==> src/rtl/cdtimer_pkg.sv <==
`timescale 1ns/1ps
package cdtimer_pkg;

  // Register byte offsets decoded by software
  localparam logic [11:0] OFS_MODE = 12'h320;
  localparam logic [11:0] OFS_LOAD = 12'h380;
  localparam logic [11:0] OFS_CUR  = 12'h390;
  localparam logic [11:0] OFS_DIV  = 12'h3e0;

  // Control word field positions
  localparam int VEC_W      = 8;
  localparam int MASK_BIT   = 16;
  localparam int RELOAD_BIT = 17;

  // Prescaler sizing: largest divide is 2**MAX_SHIFT
  localparam int MAX_SHIFT = 7;
  localparam int SHIFT_W   = $clog2(MAX_SHIFT + 1);
  localparam int PRE_W     = MAX_SHIFT;

  // Strobes from control to datapath
  typedef struct packed {
    logic load;
    logic tick;
    logic reload;
  } dpStrobe_t;

  // Map code bits {3,1,0} to a shift amount; 3'b111 means divide by 1
  function automatic logic [SHIFT_W-1:0] divShift(input logic [2:0] codeBits);
    if (codeBits == 3'b111) return '0;
    else return SHIFT_W'(codeBits) + SHIFT_W'(1);
  endfunction

endpackage

==> src/rtl/cdtimer_dp.sv <==
`timescale 1ns/1ps
module cdtimer_dp
  import cdtimer_pkg::*;
#(
  parameter int CNT_W = 32
) (
  input  logic             clk,
  input  logic             rstN,
  input  dpStrobe_t        strobe,
  input  logic [CNT_W-1:0] loadVal,
  input  logic [CNT_W-1:0] initVal,
  output logic [CNT_W-1:0] count,
  output logic             hitZero
);

  localparam logic [CNT_W-1:0] ONE = CNT_W'(1);

  logic lastStep;
  assign lastStep = (count == ONE);
  assign hitZero  = strobe.tick && lastStep;

  always_ff @(posedge clk) begin
    if (!rstN) begin
      count <= '0;
    end else if (strobe.load) begin
      count <= loadVal;
    end else if (strobe.tick) begin
      if (lastStep && strobe.reload) count <= initVal;
      else                           count <= count - ONE;
    end
  end

  // a load puts the written value in the counter
  p_load_value_r3: assert property (@(posedge clk) disable iff (!rstN)
    strobe.load |=> count == $past(loadVal));

  // a tick above one steps down by exactly one
  p_step_one_r3: assert property (@(posedge clk) disable iff (!rstN)
    (strobe.tick && !strobe.load && count > ONE) |=> count == $past(count) - ONE);

  // reload mode refills instead of resting at zero
  p_reload_r6: assert property (@(posedge clk) disable iff (!rstN)
    (hitZero && strobe.reload) |=> count == $past(initVal));

  // an idle counter stays at zero until the next load
  p_idle_hold_r8: assert property (@(posedge clk) disable iff (!rstN)
    (count == '0 && !strobe.load) |=> count == '0);

endmodule

==> src/rtl/cdtimer_ctrl.sv <==
`timescale 1ns/1ps
module cdtimer_ctrl
  import cdtimer_pkg::*;
#(
  parameter int CNT_W  = 32,
  parameter int ADDR_W = 12
) (
  input  logic              clk,
  input  logic              rstN,
  input  logic              wrEn,
  input  logic [ADDR_W-1:0] addr,
  input  logic [31:0]       wrData,
  input  logic [CNT_W-1:0]  curCount,
  input  logic              hitZero,
  output dpStrobe_t         strobe,
  output logic [CNT_W-1:0]  loadVal,
  output logic [CNT_W-1:0]  initVal,
  output logic [31:0]       rdData,
  output logic              irqValid,
  output logic [VEC_W-1:0]  irqVector
);

  // Register decode
  logic selMode, selLoad, selCur, selDiv;
  assign selMode = (addr == ADDR_W'(OFS_MODE));
  assign selLoad = (addr == ADDR_W'(OFS_LOAD));
  assign selCur  = (addr == ADDR_W'(OFS_CUR));
  assign selDiv  = (addr == ADDR_W'(OFS_DIV));

  logic wrMode, wrLoad, wrDiv;
  assign wrMode = wrEn && selMode;
  assign wrLoad = wrEn && selLoad;
  assign wrDiv  = wrEn && selDiv;

  // Programmable state
  logic [VEC_W-1:0] vecReg;
  logic             maskBit;
  logic             reloadBit;
  logic [3:0]       divCode;
  logic [CNT_W-1:0] initReg;

  always_ff @(posedge clk) begin
    if (!rstN) begin
      vecReg    <= '0;
      maskBit   <= 1'b0;
      reloadBit <= 1'b0;
      divCode   <= '0;
      initReg   <= '0;
    end else begin
      if (wrMode) begin
        vecReg    <= wrData[VEC_W-1:0];
        maskBit   <= wrData[MASK_BIT];
        reloadBit <= wrData[RELOAD_BIT];
      end
      if (wrDiv)  divCode <= wrData[3:0];
      if (wrLoad) initReg <= wrData[CNT_W-1:0];
    end
  end

  // Prescaler: the shift in use is refreshed only on a wrap or while idle
  logic [PRE_W-1:0]   preCnt;
  logic [SHIFT_W-1:0] activeShift;
  logic [PRE_W-1:0]   preLim;
  logic               running;
  logic               rollover;
  logic [SHIFT_W-1:0] nextShift;

  assign running   = (curCount != '0);
  assign preLim    = ~({PRE_W{1'b1}} << activeShift);
  assign rollover  = (preCnt == preLim);
  assign nextShift = divShift({divCode[3], divCode[1:0]});

  always_ff @(posedge clk) begin
    if (!rstN) begin
      preCnt      <= '0;
      activeShift <= '0;
    end else if (wrLoad || !running || rollover) begin
      preCnt      <= '0;
      activeShift <= nextShift;
    end else begin
      preCnt      <= preCnt + PRE_W'(1);
    end
  end

  // Strobes to the datapath
  always_comb begin
    strobe        = '0;
    strobe.load   = wrLoad;
    strobe.tick   = running && rollover && !wrLoad;
    strobe.reload = reloadBit;
  end
  assign loadVal = wrData[CNT_W-1:0];
  assign initVal = initReg;

  // Interrupt request register
  always_ff @(posedge clk) begin
    if (!rstN) begin
      irqValid  <= 1'b0;
      irqVector <= '0;
    end else begin
      irqValid  <= hitZero && !maskBit;
      irqVector <= vecReg;
    end
  end

  // Read mux
  always_comb begin
    rdData = '0;
    if (selMode) begin
      rdData[VEC_W-1:0]  = vecReg;
      rdData[MASK_BIT]   = maskBit;
      rdData[RELOAD_BIT] = reloadBit;
    end else if (selLoad) begin
      rdData = 32'(initReg);
    end else if (selCur) begin
      rdData = 32'(curCount);
    end else if (selDiv) begin
      rdData = {28'd0, divCode};
    end
  end

  // the prescaler never passes the limit of the shift in use
  p_pre_bound_r4: assert property (@(posedge clk) disable iff (!rstN)
    preCnt <= preLim);

  // the shift in use holds between wraps while counting
  p_div_hold_r9: assert property (@(posedge clk) disable iff (!rstN)
    (running && !rollover && !wrLoad) |=> $stable(activeShift));

  // a masked timer raises no request
  p_mask_quiet_r7: assert property (@(posedge clk) disable iff (!rstN)
    irqValid |-> !$past(maskBit));

  // a single-shot request lasts one cycle
  p_single_pulse_r5: assert property (@(posedge clk) disable iff (!rstN)
    (irqValid && !$past(reloadBit)) |=> !irqValid);

endmodule

==> src/rtl/cdtimer.sv <==
`timescale 1ns/1ps
module cdtimer
  import cdtimer_pkg::*;
#(
  parameter int CNT_W  = 32,
  parameter int ADDR_W = 12
) (
  input  logic              clk,
  input  logic              rstN,
  input  logic              wrEn,
  input  logic [ADDR_W-1:0] addr,
  input  logic [31:0]       wrData,
  output logic [31:0]       rdData,
  output logic              irqValid,
  output logic [7:0]        irqVector
);

  dpStrobe_t        strobe;
  logic [CNT_W-1:0] loadVal;
  logic [CNT_W-1:0] initVal;
  logic [CNT_W-1:0] count;
  logic             hitZero;

  cdtimer_ctrl #(.CNT_W(CNT_W), .ADDR_W(ADDR_W)) u_ctrl (
    .clk       (clk),
    .rstN      (rstN),
    .wrEn      (wrEn),
    .addr      (addr),
    .wrData    (wrData),
    .curCount  (count),
    .hitZero   (hitZero),
    .strobe    (strobe),
    .loadVal   (loadVal),
    .initVal   (initVal),
    .rdData    (rdData),
    .irqValid  (irqValid),
    .irqVector (irqVector)
  );

  cdtimer_dp #(.CNT_W(CNT_W)) u_dp (
    .clk     (clk),
    .rstN    (rstN),
    .strobe  (strobe),
    .loadVal (loadVal),
    .initVal (initVal),
    .count   (count),
    .hitZero (hitZero)
  );

  // with no load, the count never rises except through a reload
  p_no_rise_r11: assert property (@(posedge clk) disable iff (!rstN)
    (!strobe.load && !hitZero) |=> count <= $past(count));

endmodule

==> config.mk <==
export PLATFORM = sky130hd
export DESIGN_NAME = cdtimer
export DESIGN_NICKNAME = d
export VERILOG_FILES = /design/src/rtl/cdtimer_pkg.sv /design/src/rtl/cdtimer_dp.sv /design/src/rtl/cdtimer_ctrl.sv /design/src/rtl/cdtimer.sv
export SDC_FILE = /design/constraint.sdc
export NUM_CORES = 1
export LEC_CHECK = 0
export CORE_ASPECT_RATIO = 1.4
export CORE_MARGIN = 3
export CORE_UTILIZATION = 50
export CTS_BUF_LIST = sky130_fd_sc_hd__clkbuf_4
export DETAILED_ROUTE_END_ITERATION = 10
export GPL_TIMING_DRIVEN = 0
export PLACE_DENSITY = 0.77
export SYNTH_ARGS = -nofsm -noshare
export SYNTH_HDL_FRONTEND = slang
export SYNTH_SLANG_ARGS = --single-unit
==> constraint.sdc <==
create_clock -name clk -period 5.5 [get_ports clk]
set_input_delay 1.375 -clock clk [delete_from_list [all_inputs] [get_ports clk]]
set_output_delay 1.375 -clock clk [all_outputs]
set_load 0.05 [all_outputs]
==> impl_metrics.py, run 1 <==
metrics = {
    "drt": {
        "wl_per_cell_um": 19.2,
        "wirelength_mm": 18.5,
        "drcViolationCount": 0,
        "vias": 5903,
        "ant_nets": 0,
        "vias_per_cell": 6.12,
        "drt_pass1_iterations": 7,
        "drt_iter0_markers": 583,
    },
    "critical_path": {
        "slowest_delay_ps": 690,
        "r2r-start": "u_dp.count[10]",
        "startpoint_type": "input pin",
        "worstSetupPathType": "input pin to primary output",
        "cp.required_ps": 4120,
        "crit_top_cell": "buf_2",
        "cp_max_fo": 10,
        "startpoint": "addr[1]",
        "path_cells": "clkdlybuf4s50_1, or4_1, or4b_2, clkbuf_1, buf_2, buf_2, nor2_1, buf_2",
        "cpMaxStageDelayCell": "or4b_2",
        "cp-end-kind": "primary output",
        "arrival_ps": 4030,
    },
    "power": {
        "powerDensity_nw_per_um2": 449,
        "ir_worst_vdd_mv": 0.234,
        "power_w": 0.00290,
        "leakagePower_nw": 2.45,
    },
    "min_path": {
        "min_from": "u_ctrl.initVal[29]",
        "hold_class": "flip-flop to flip-flop",
    },
    "synthesis": {
        "syn_area_sq_um": 5410,
        "syn_avg_cell_area_sq_um": 7.52,
        "synth.most_common_cell": "nand2_1",
        "synthTopCellsByArea": "dfxtp_1, nand2_1, mux2i_1",
        "yosys_register_bits": 97,
        "synth.top_cells.by_count": "nand2_1, dfxtp_1, nor2_1",
        "ys_seq_area_frac": 0.359,
        "synth_top_area_cell": "dfxtp_1",
        "yosys_most_used_dff": "dfxtp_1",
        "ys_types": 63,
        "synth_edf_count": 0,
        "synthArstFlopShare": 0,
        "syn_nets": 771,
        "ys_warn_count": 0,
        "postSynthCellCount": 719,
        "yosysTopAreaCellShare": 0.359,
    },
    "finish": {
        "syn2layout_area_growth_pct": 19.4,
        "nets": 872,
        "fin_util": 0.618,
        "drive_above_1_share": 0.102,
        "stdcell_count": 964,
    },
    "sta": {
        "setup-violations-final": 0,
        "period_needed_ps": 5400,
        "fin_crit_sh": 0.982,
        "skew_ps": 22.1,
        "final_max_slew_viol_count": 0,
        "clock.fmax_mhz": 185,
        "hold_viol_final": 0,
        "worst_pin_slew_ps": 1160,
        "whs_ps": 480,
        "rsz0062_at_grt": "false",
        "slew_headroom": 0.221,
    },
    "die": {
        "core_area_sq_um": 10500,
        "die_area_sq_um": 12100,
        "io_pins": 88,
        "start_util": 0.517,
        "fp.dieW_um": 93.9,
        "die_h_um": 129,
        "row_count": 44,
    },
    "clock_network": {
        "cts.sinks": 97,
        "clock_latency_ps": 480,
        "cts_tree": "built",
        "clockRootBuffer": "clkbuf_4",
        "cts_buffer_depth": 2,
        "cts_buffers": 9,
        "path_clk_slew_ps": 130,
        "htree_levels": 3,
        "cts_hold_buf": 0,
    },
    "placement": {
        "dp.cells": 943,
        "port_buffers": 86,
        "dp_hpwl_mm": 13.4,
        "gp_congestion": 0.994,
    },
    "status": {
        "run_status": "finished, final reports clean",
    },
    "global_route": {
        "grt_pass1_vias": 5669,
        "antenna_found_initial": 1,
        "grt_usage": 0.307,
        "overflow": 0,
        "grt_max_degree": 16,
        "grt_pass1_wl_mm": 28.9,
    },
    "job": {
        "drv_cap": 0,
    },
}
path summary, 6_finish.rpt:
check             slack (ps)            endpoint  cells after the start
hold reg to reg          480  u_ctrl.initVal[29]                      2
hold / removal           480  u_ctrl.initVal[29]                      2
setup / recovery         100          rdData[20]                      8
setup reg to reg        2120      u_dp.count[31]                      8
cells in the final DEF, fill, tap and decap left out, types with 6 or more instances in the layout:
master,n
nand2_1,118
dfxtp_1,97
nor2_1,84
a21oi_1,71
clkdlybuf4s50_1,54
o21ai_0,48
mux2i_1,42
clkbuf_1,34
buf_2,34
nand3_1,26
and2_1,11
a31oi_1,11
clkbuf_4,11
nor3_1,10
inv_1,9
or4_1,9
xnor2_1,9
o211ai_1,9
or3_1,8
nor4_1,7
buf_4,7
clkbuf_2,6
and3_1,6
o31ai_1,6
logic make-up (layout without fill, tap and decap cells):
group,Yosys count,in the layout,share of synthesized area
and+or+nand+nor,310,310,0.272
AOI/OAI and AO/OA,187,187,0.208
DFF,97,97,0.359
buffers and inverters,64,170,0.0483
muxes,43,43,0.0798
xor gates and xnor gates,13,13,0.0210
adders and majority gates,5,5,0.0116
other,0,1,0
critical path, delay by kind of cell:
kind / cells / cell delay (ps)
AND/OR/NAND/NOR: 3 / 1380
buffers and inverters: 5 / 1260
power breakdown:
part	internal (W)	switching (W)
registers	0.000805	0.000152
logic	0.000617	0.000990
clock network	0.0000877	0.000252
total	0.00151	0.00139
per-layer routing:
| metal | track usage | vias up | part of all wire | routed length [um] |
|---|---|---|---|---|
| met5 | 0 | - | 0 | 0 |
| met4 | 0.169 | 0 | 0.048 | 884 |
| met3 | 0.0494 | 73 | 0.080 | 1480 |
| met2 | 0.515 | 297 | 0.50 | 9170 |
| met1 | 0.373 | 2787 | 0.38 | 6970 |
| li1 | - | 2746 | - | - |
registers in the layout (all words and copies together), names as in the netlist:
signal	cells
u_ctrl.irqValid	1
u_ctrl.maskBit	1
u_ctrl.initVal	32
u_dp.count	32
u_ctrl.reloadBit	1
u_ctrl.preCnt	7
u_ctrl.activeShift	3
u_ctrl.divCode	4
u_ctrl.irqVector	8
u_ctrl.vecReg	8
final cells by class:
type / count / area, sq um
fill: 978 / 4000
multi-input combinational: 558 / 3220
sequential: 97 / 1940
timing repair buffer: 90 / 748
buffer: 54 / 229
tap: 138 / 173
clock buffer: 9 / 67.6
clock inverter: 7 / 37.5
inverter: 10 / 37.5
antenna: 1 / 2.50
what timing repair did:
item | CTS | global route
endpoints found under the setup margin | 32 | 32
pin swaps | 0 | 1
resized for setup | 147 | 19
buffers inserted | 0 | 4
through the flow:
step	cell area [sq um]	setup TNS [ps]	setup WS, ps
finish	6460	0	98.0
CTS	6450	-42.7	-42.7
global placement	6440	-19360	-875
global route	6460	0	2.97
floorplan	5410	0	116
detailed placement	6440	-20150	-982
(Power assumes the default switching activity.)
==> inputs of run 2 (changes only) <==
Settings changed: CTS_BUF_LIST sky130_fd_sc_hd__clkbuf_4 to sky130_fd_sc_hd__clkbuf_4 sky130_fd_sc_hd__clkbuf_8, CTS_CLUSTER_DIAMETER from default to 50.
==> impl_metrics.py, run 2 (same netlist as run 1, synthesis figures left out) <==
metrics = {
    "status": {
        "run_status": "finished, final reports clean",
    },
    "power": {
        "powerDensity_nw_per_um2": 462,
        "ir_worst_vdd_mv": 0.261,
        "p_switching_w": 0.00141,
        "leakagePower_nw": 2.48,
        "comb_power_share": 0.534,
        "clock_power_share": 0.149,
        "swShare": 0.467,
        "p_int_w": 0.00161,
        "seqPwrFrac": 0.317,
    },
    "sta": {
        "rsz0062_at_grt": "false",
        "worst_pin_slew_ps": 1130,
        "setup-violations-final": 0,
        "hold_viol_final": 0,
        "fin_crit_sh": 0.988,
        "clock.fmax_mhz": 184,
        "slew_headroom": 0.243,
        "final_max_slew_viol_count": 0,
        "setup_ws_ps": 68.6,
        "tns_ps": 0,
        "period_needed_ps": 5430,
        "skew_ps": 12.9,
    },
    "critical_path": {
        "cp-end-kind": "primary output",
        "startpoint_type": "input pin",
        "reg2reg_setup_slack_ps": 2110,
        "cp.required_ps": 4120,
        "worstReg2RegEnd": "u_dp.count[15]",
        "rr_worst_depth": 8,
        "worstSetupPathType": "input pin to primary output",
        "cp_max_fo": 10,
        "r2r-start": "u_dp.count[10]",
        "arrival_ps": 4060,
    },
    "die": {
        "io_pins": 88,
        "die_area_sq_um": 12100,
        "die_h_um": 129,
        "fp.dieW_um": 93.9,
        "start_util": 0.517,
        "core_area_sq_um": 10500,
        "row_count": 44,
    },
    "drt": {
        "vias_per_cell": 6.22,
        "drcViolationCount": 0,
        "drt_pass1_iterations": 6,
        "drt_iter0_markers": 616,
        "ant_nets": 0,
        "dr.max_layer_used": "met4",
        "wl_met1_mm": 7.27,
        "met3_length_mm": 1.32,
        "wirelength_mm": 18.8,
        "wl_per_cell_um": 19.5,
        "vias": 5979,
        "wl_met2_mm": 9.25,
    },
    "min_path": {
        "min_from": "u_ctrl.initVal[15]",
        "hold_class": "flip-flop to flip-flop",
        "worstHoldPathCells": 2,
        "hold_path_end": "u_ctrl.initVal[15]",
    },
    "clock_network": {
        "cts_tree": "built",
        "cts_buffer_depth": 2,
        "htree_levels": 3,
        "clockRootBuffer": "clkbuf_8",
        "clock_latency_ps": 390,
        "cts.sinks": 97,
        "path_clk_slew_ps": 100,
        "cts_hold_buf": 0,
        "cts_buffers": 9,
    },
    "finish": {
        "nFillCells": 964,
        "num_antenna_cells": 0,
        "drive_above_1_share": 0.102,
        "final_cell_mix": "nand2_1, dfxtp_1, nor2_1",
        "fin_util": 0.625,
        "final_common_cell": "nand2_1",
        "syn2layout_area_growth_pct": 20.8,
        "nets": 871,
    },
    "global_route": {
        "antenna_found_initial": 0,
        "grt_pass1_wl_mm": 29.1,
        "grt_usage": 0.311,
        "grt_max_degree": 16,
        "grt_pass1_vias": 5732,
        "overflow": 0,
    },
    "placement": {
        "gp_congestion": 0.994,
        "port_buffers": 86,
        "pre_cts_ws_ps": -982,
        "dp_hpwl_mm": 13.4,
    },
    "job": {
        "drv_cap": 0,
    },
}
## run 2: cell types whose count changed in the layout (fill, tap and decap cells not counted)
cell,before,now
clkinv_1,3,1
clkbuf_2,6,5
clkbuf_4,11,2
clkbuf_8,0,11
dlygate4sd2_1,0,1
buf_4,7,6
buf_2,34,33
clkdlybuf4s18_2,0,1
diode_2,1,0
## run 2: critical path, cell delays in order
cell and delay [ps]:
clkdlybuf4s50_1 390, or4_1 560, or4b_2 690, clkbuf_1 170, buf_2 220, o21ai_0 250
clkdlybuf4s18_2 400
## run 2: power by group through the flow
stage                     logic [W]  registers (W)  clock network, W
after CTS                   0.00155       0.000949          0.000451
after global placement      0.00152       0.000957                 0
final                       0.00161       0.000957          0.000451
after detailed placement    0.00154       0.000966                 0
after global routing        0.00174       0.000969          0.000477
after floorplan             0.00115       0.000923                 0
## run 2: how the worst max path moves through the flow
stage            endpoint     from  depth (start not counted)  slack [ps]
6_report       rdData[17]  addr[1]                          7          70
5_1_grt        rdData[17]  addr[1]                          7           2
4_1_cts        rdData[17]  addr[1]                          9         -40
3_5_place_dp   rdData[17]  addr[1]                          9        -980
3_3_place_gp   rdData[17]  addr[1]                          9        -880
2_1_floorplan  rdData[16]  addr[1]                          5         120
## run 2: cell type report
| class | instances | area, sq um | share of cell area |
|---|---|---|---|
| clock inverters | 5 | 30.0 | 0.00459 |
| multi-input cells | 558 | 3220 | 0.493 |
| well taps | 138 | 173 | 0.0264 |
| repair buffers | 89 | 749 | 0.115 |
| inverters | 10 | 37.5 | 0.00574 |
| clock buffers | 11 | 151 | 0.0232 |
| plain buffers | 54 | 229 | 0.0350 |
| flip-flops and latches | 97 | 1940 | 0.297 |
## run 2: metal layers
layer  vias to the layer above  global-route usage
li1                       2742                   -
met1                      2830               0.374
met2                       327               0.527
met3                        80              0.0407
met4                         0               0.182
met5                         -                   0
## run 2: what timing repair did
item	4_1_cts	5_1_grt
buffers inserted	0	3
gates resized for setup	147	16
setup endpoints to repair	32	32
pin swaps	0	1
## run 2: through the flow
stage | total power [W] | std cells | hold slack (ps) | area, sq um
2_1_floorplan | 0.00207 | 719 | 437 | 5410
4_1_cts | 0.00295 | 959 | 475 | 6530
6_report | 0.00302 | 962 | 476 | 6540
3_5_place_dp | 0.00251 | 943 | 462 | 6440
5_1_grt | 0.00318 | 962 | 495 | 6540
3_3_place_gp | 0.00247 | 943 | 456 | 6440
==> inputs of run 3 (changes only) <==
Settings changed: SKIP_LAST_GASP from default to 1.
Clock period 5.5 ns to 5.1 ns, I/O delays scaled along.
==> impl_metrics.py, run 3 (same netlist as run 1, synthesis figures left out) <==
metrics = {
    "die": {
        "die_h_um": 129,
        "fp.dieW_um": 93.9,
        "start_util": 0.517,
        "die_area_sq_um": 12100,
        "row_count": 44,
        "io_pins": 88,
        "core_area_sq_um": 10500,
    },
    "clock_network": {
        "clockRootBuffer": "clkbuf_8",
        "cts.sinks": 97,
        "path_clk_slew_ps": 100,
        "cts_buffers": 9,
        "htree_levels": 3,
        "cts_buffer_depth": 2,
        "clock_latency_ps": 380,
        "cts_tree": "built",
    },
    "sta": {
        "clock.fmax_mhz": 199,
        "hold_viol_final": 0,
        "final_max_slew_viol_count": 0,
        "fin_crit_sh": 0.987,
        "worst_pin_slew_ps": 1160,
        "period_needed_ps": 5030,
        "skew_ps": 13.5,
        "tns_ps": 0,
        "rsz0062_at_grt": "true",
        "setup-violations-final": 0,
        "slew_headroom": 0.217,
    },
    "global_route": {
        "grt_usage": 0.313,
        "grt_pass1_vias": 5752,
        "antenna_found_initial": 0,
        "overflow": 0,
        "grt_pass1_wl_mm": 29.3,
        "grt_max_degree": 16,
    },
    "drt": {
        "drt_iter0_markers": 626,
        "drt_pass1_iterations": 6,
        "vias": 5937,
        "wirelength_mm": 18.8,
        "ant_nets": 0,
        "vias_per_cell": 6.18,
        "wl_per_cell_um": 19.5,
        "drcViolationCount": 0,
    },
    "critical_path": {
        "worstReg2RegEnd": "u_dp.count[25]",
        "cp_max_fo": 10,
        "cpMaxStageDelayCell": "or4b_2",
        "rr_worst_depth": 8,
        "startpoint_type": "input pin",
        "path_cells": "clkdlybuf4s50_1, or4_1, or4b_2, clkbuf_8, clkbuf_4, nor2_1, buf_6",
        "cp-end-kind": "primary output",
        "cp.required_ps": 3830,
        "r2r-start": "u_dp.count[10]",
        "arrival_ps": 3760,
        "slowest_delay_ps": 770,
        "reg2reg_setup_slack_ps": 1710,
        "worstSetupPathType": "input pin to primary output",
    },
    "finish": {
        "fin_util": 0.633,
        "syn2layout_area_growth_pct": 22.5,
        "final_cell_mix": "nand2_1, dfxtp_1, nor2_1",
        "num_antenna_cells": 0,
        "design_area_sq_um": 6630,
        "drive_above_1_share": 0.104,
        "nets": 870,
        "final_common_cell": "nand2_1",
    },
    "placement": {
        "placed_cell_area_sq_um": 6440,
        "gp_congestion": 0.994,
        "dp_hpwl_mm": 13.4,
        "port_buffers": 86,
    },
    "min_path": {
        "worstHoldPathCells": 2,
        "hold_class": "flip-flop to flip-flop",
        "hold_path_end": "u_ctrl.initVal[15]",
        "min_from": "u_ctrl.initVal[15]",
    },
    "power": {
        "ir_worst_vdd_mv": 0.278,
        "powerDensity_nw_per_um2": 492,
        "leakagePower_nw": 2.49,
    },
    "job": {
        "drv_cap": 0,
    },
    "status": {
        "run_status": "finished, final reports clean",
    },
}
-- run 3: cell count changes in the layout (fill, tap and decap cells not counted) --
cell / change
clkbuf_4: +3
clkbuf_8: +1
buf_6: +5
clkbuf_1: -1
buf_4: +18
dlygate4sd2_1: -1
clkdlybuf4s15_2: +1
nor2_1: -1
buf_2: -22
clkbuf_2: -4
nor2_2: +1
clkdlybuf4s18_2: -1
-- run 3: timing repair --
action	CTS	global route
endpoints found under the setup margin	32	29
resized for setup	193	11
pin swaps	1	0
buffers inserted	3	0
cloned	0	0
hold buffers	0	0
-- run 3: worst max-delay path: cells and delay by family --
kind / cells / cell delay (ps)
AND/OR/NAND/NOR: 3 / 1480
buffers and inverters: 4 / 990
-- run 3: metrics by stage --
step | instances | total power (W) | hold WS (ps) | setup WS, ps
3_5_place_dp | 943 | 0.00270 | 462 | -1180
2_1_floorplan | 719 | 0.00224 | 437 | -83.7
5_1_grt | 961 | 0.00344 | 495 | -13.9
3_3_place_gp | 943 | 0.00267 | 456 | -1080
6_report | 961 | 0.00326 | 475 | 65.0
4_1_cts | 962 | 0.00318 | 475 | -16.2
-- run 3: how the worst max path moves through the flow --
stage | startpoint | endpoint | slack [ps]
global placement | addr[1] | rdData[17] | -1080
detailed placement | addr[1] | rdData[17] | -1180
finish | addr[1] | rdData[20] | 70
global route | addr[1] | rdData[18] | -10
CTS | addr[1] | rdData[30] | -20
floorplan | addr[1] | rdData[16] | -80
-- run 3: layout make-up --
type	instances	area, sq um
plain buffers	53	239
clock buffers	11	151
clock inverters	5	30.0
fillers	961	3830
inverters	10	37.5
multi-input cells	558	3230
flip-flops and latches	97	1940
well taps	138	173
repair buffers	89	826
-- run 3: report_power, final --
group	switching, W	internal [W]
clock	0.000284	0.000202
combinational	0.00108	0.000666
sequential	0.000166	0.000867
total	0.00153	0.00173
-- run 3: routing by layer --
metal | GRT usage | vias to the layer above | wire length, um
met4 | 0.185 | 0 | 1030
met2 | 0.529 | 340 | 9190
met3 | 0.0407 | 90 | 1490
met1 | 0.377 | 2768 | 7060
li1 | - | 2739 | -
met5 | 0 | - | 0
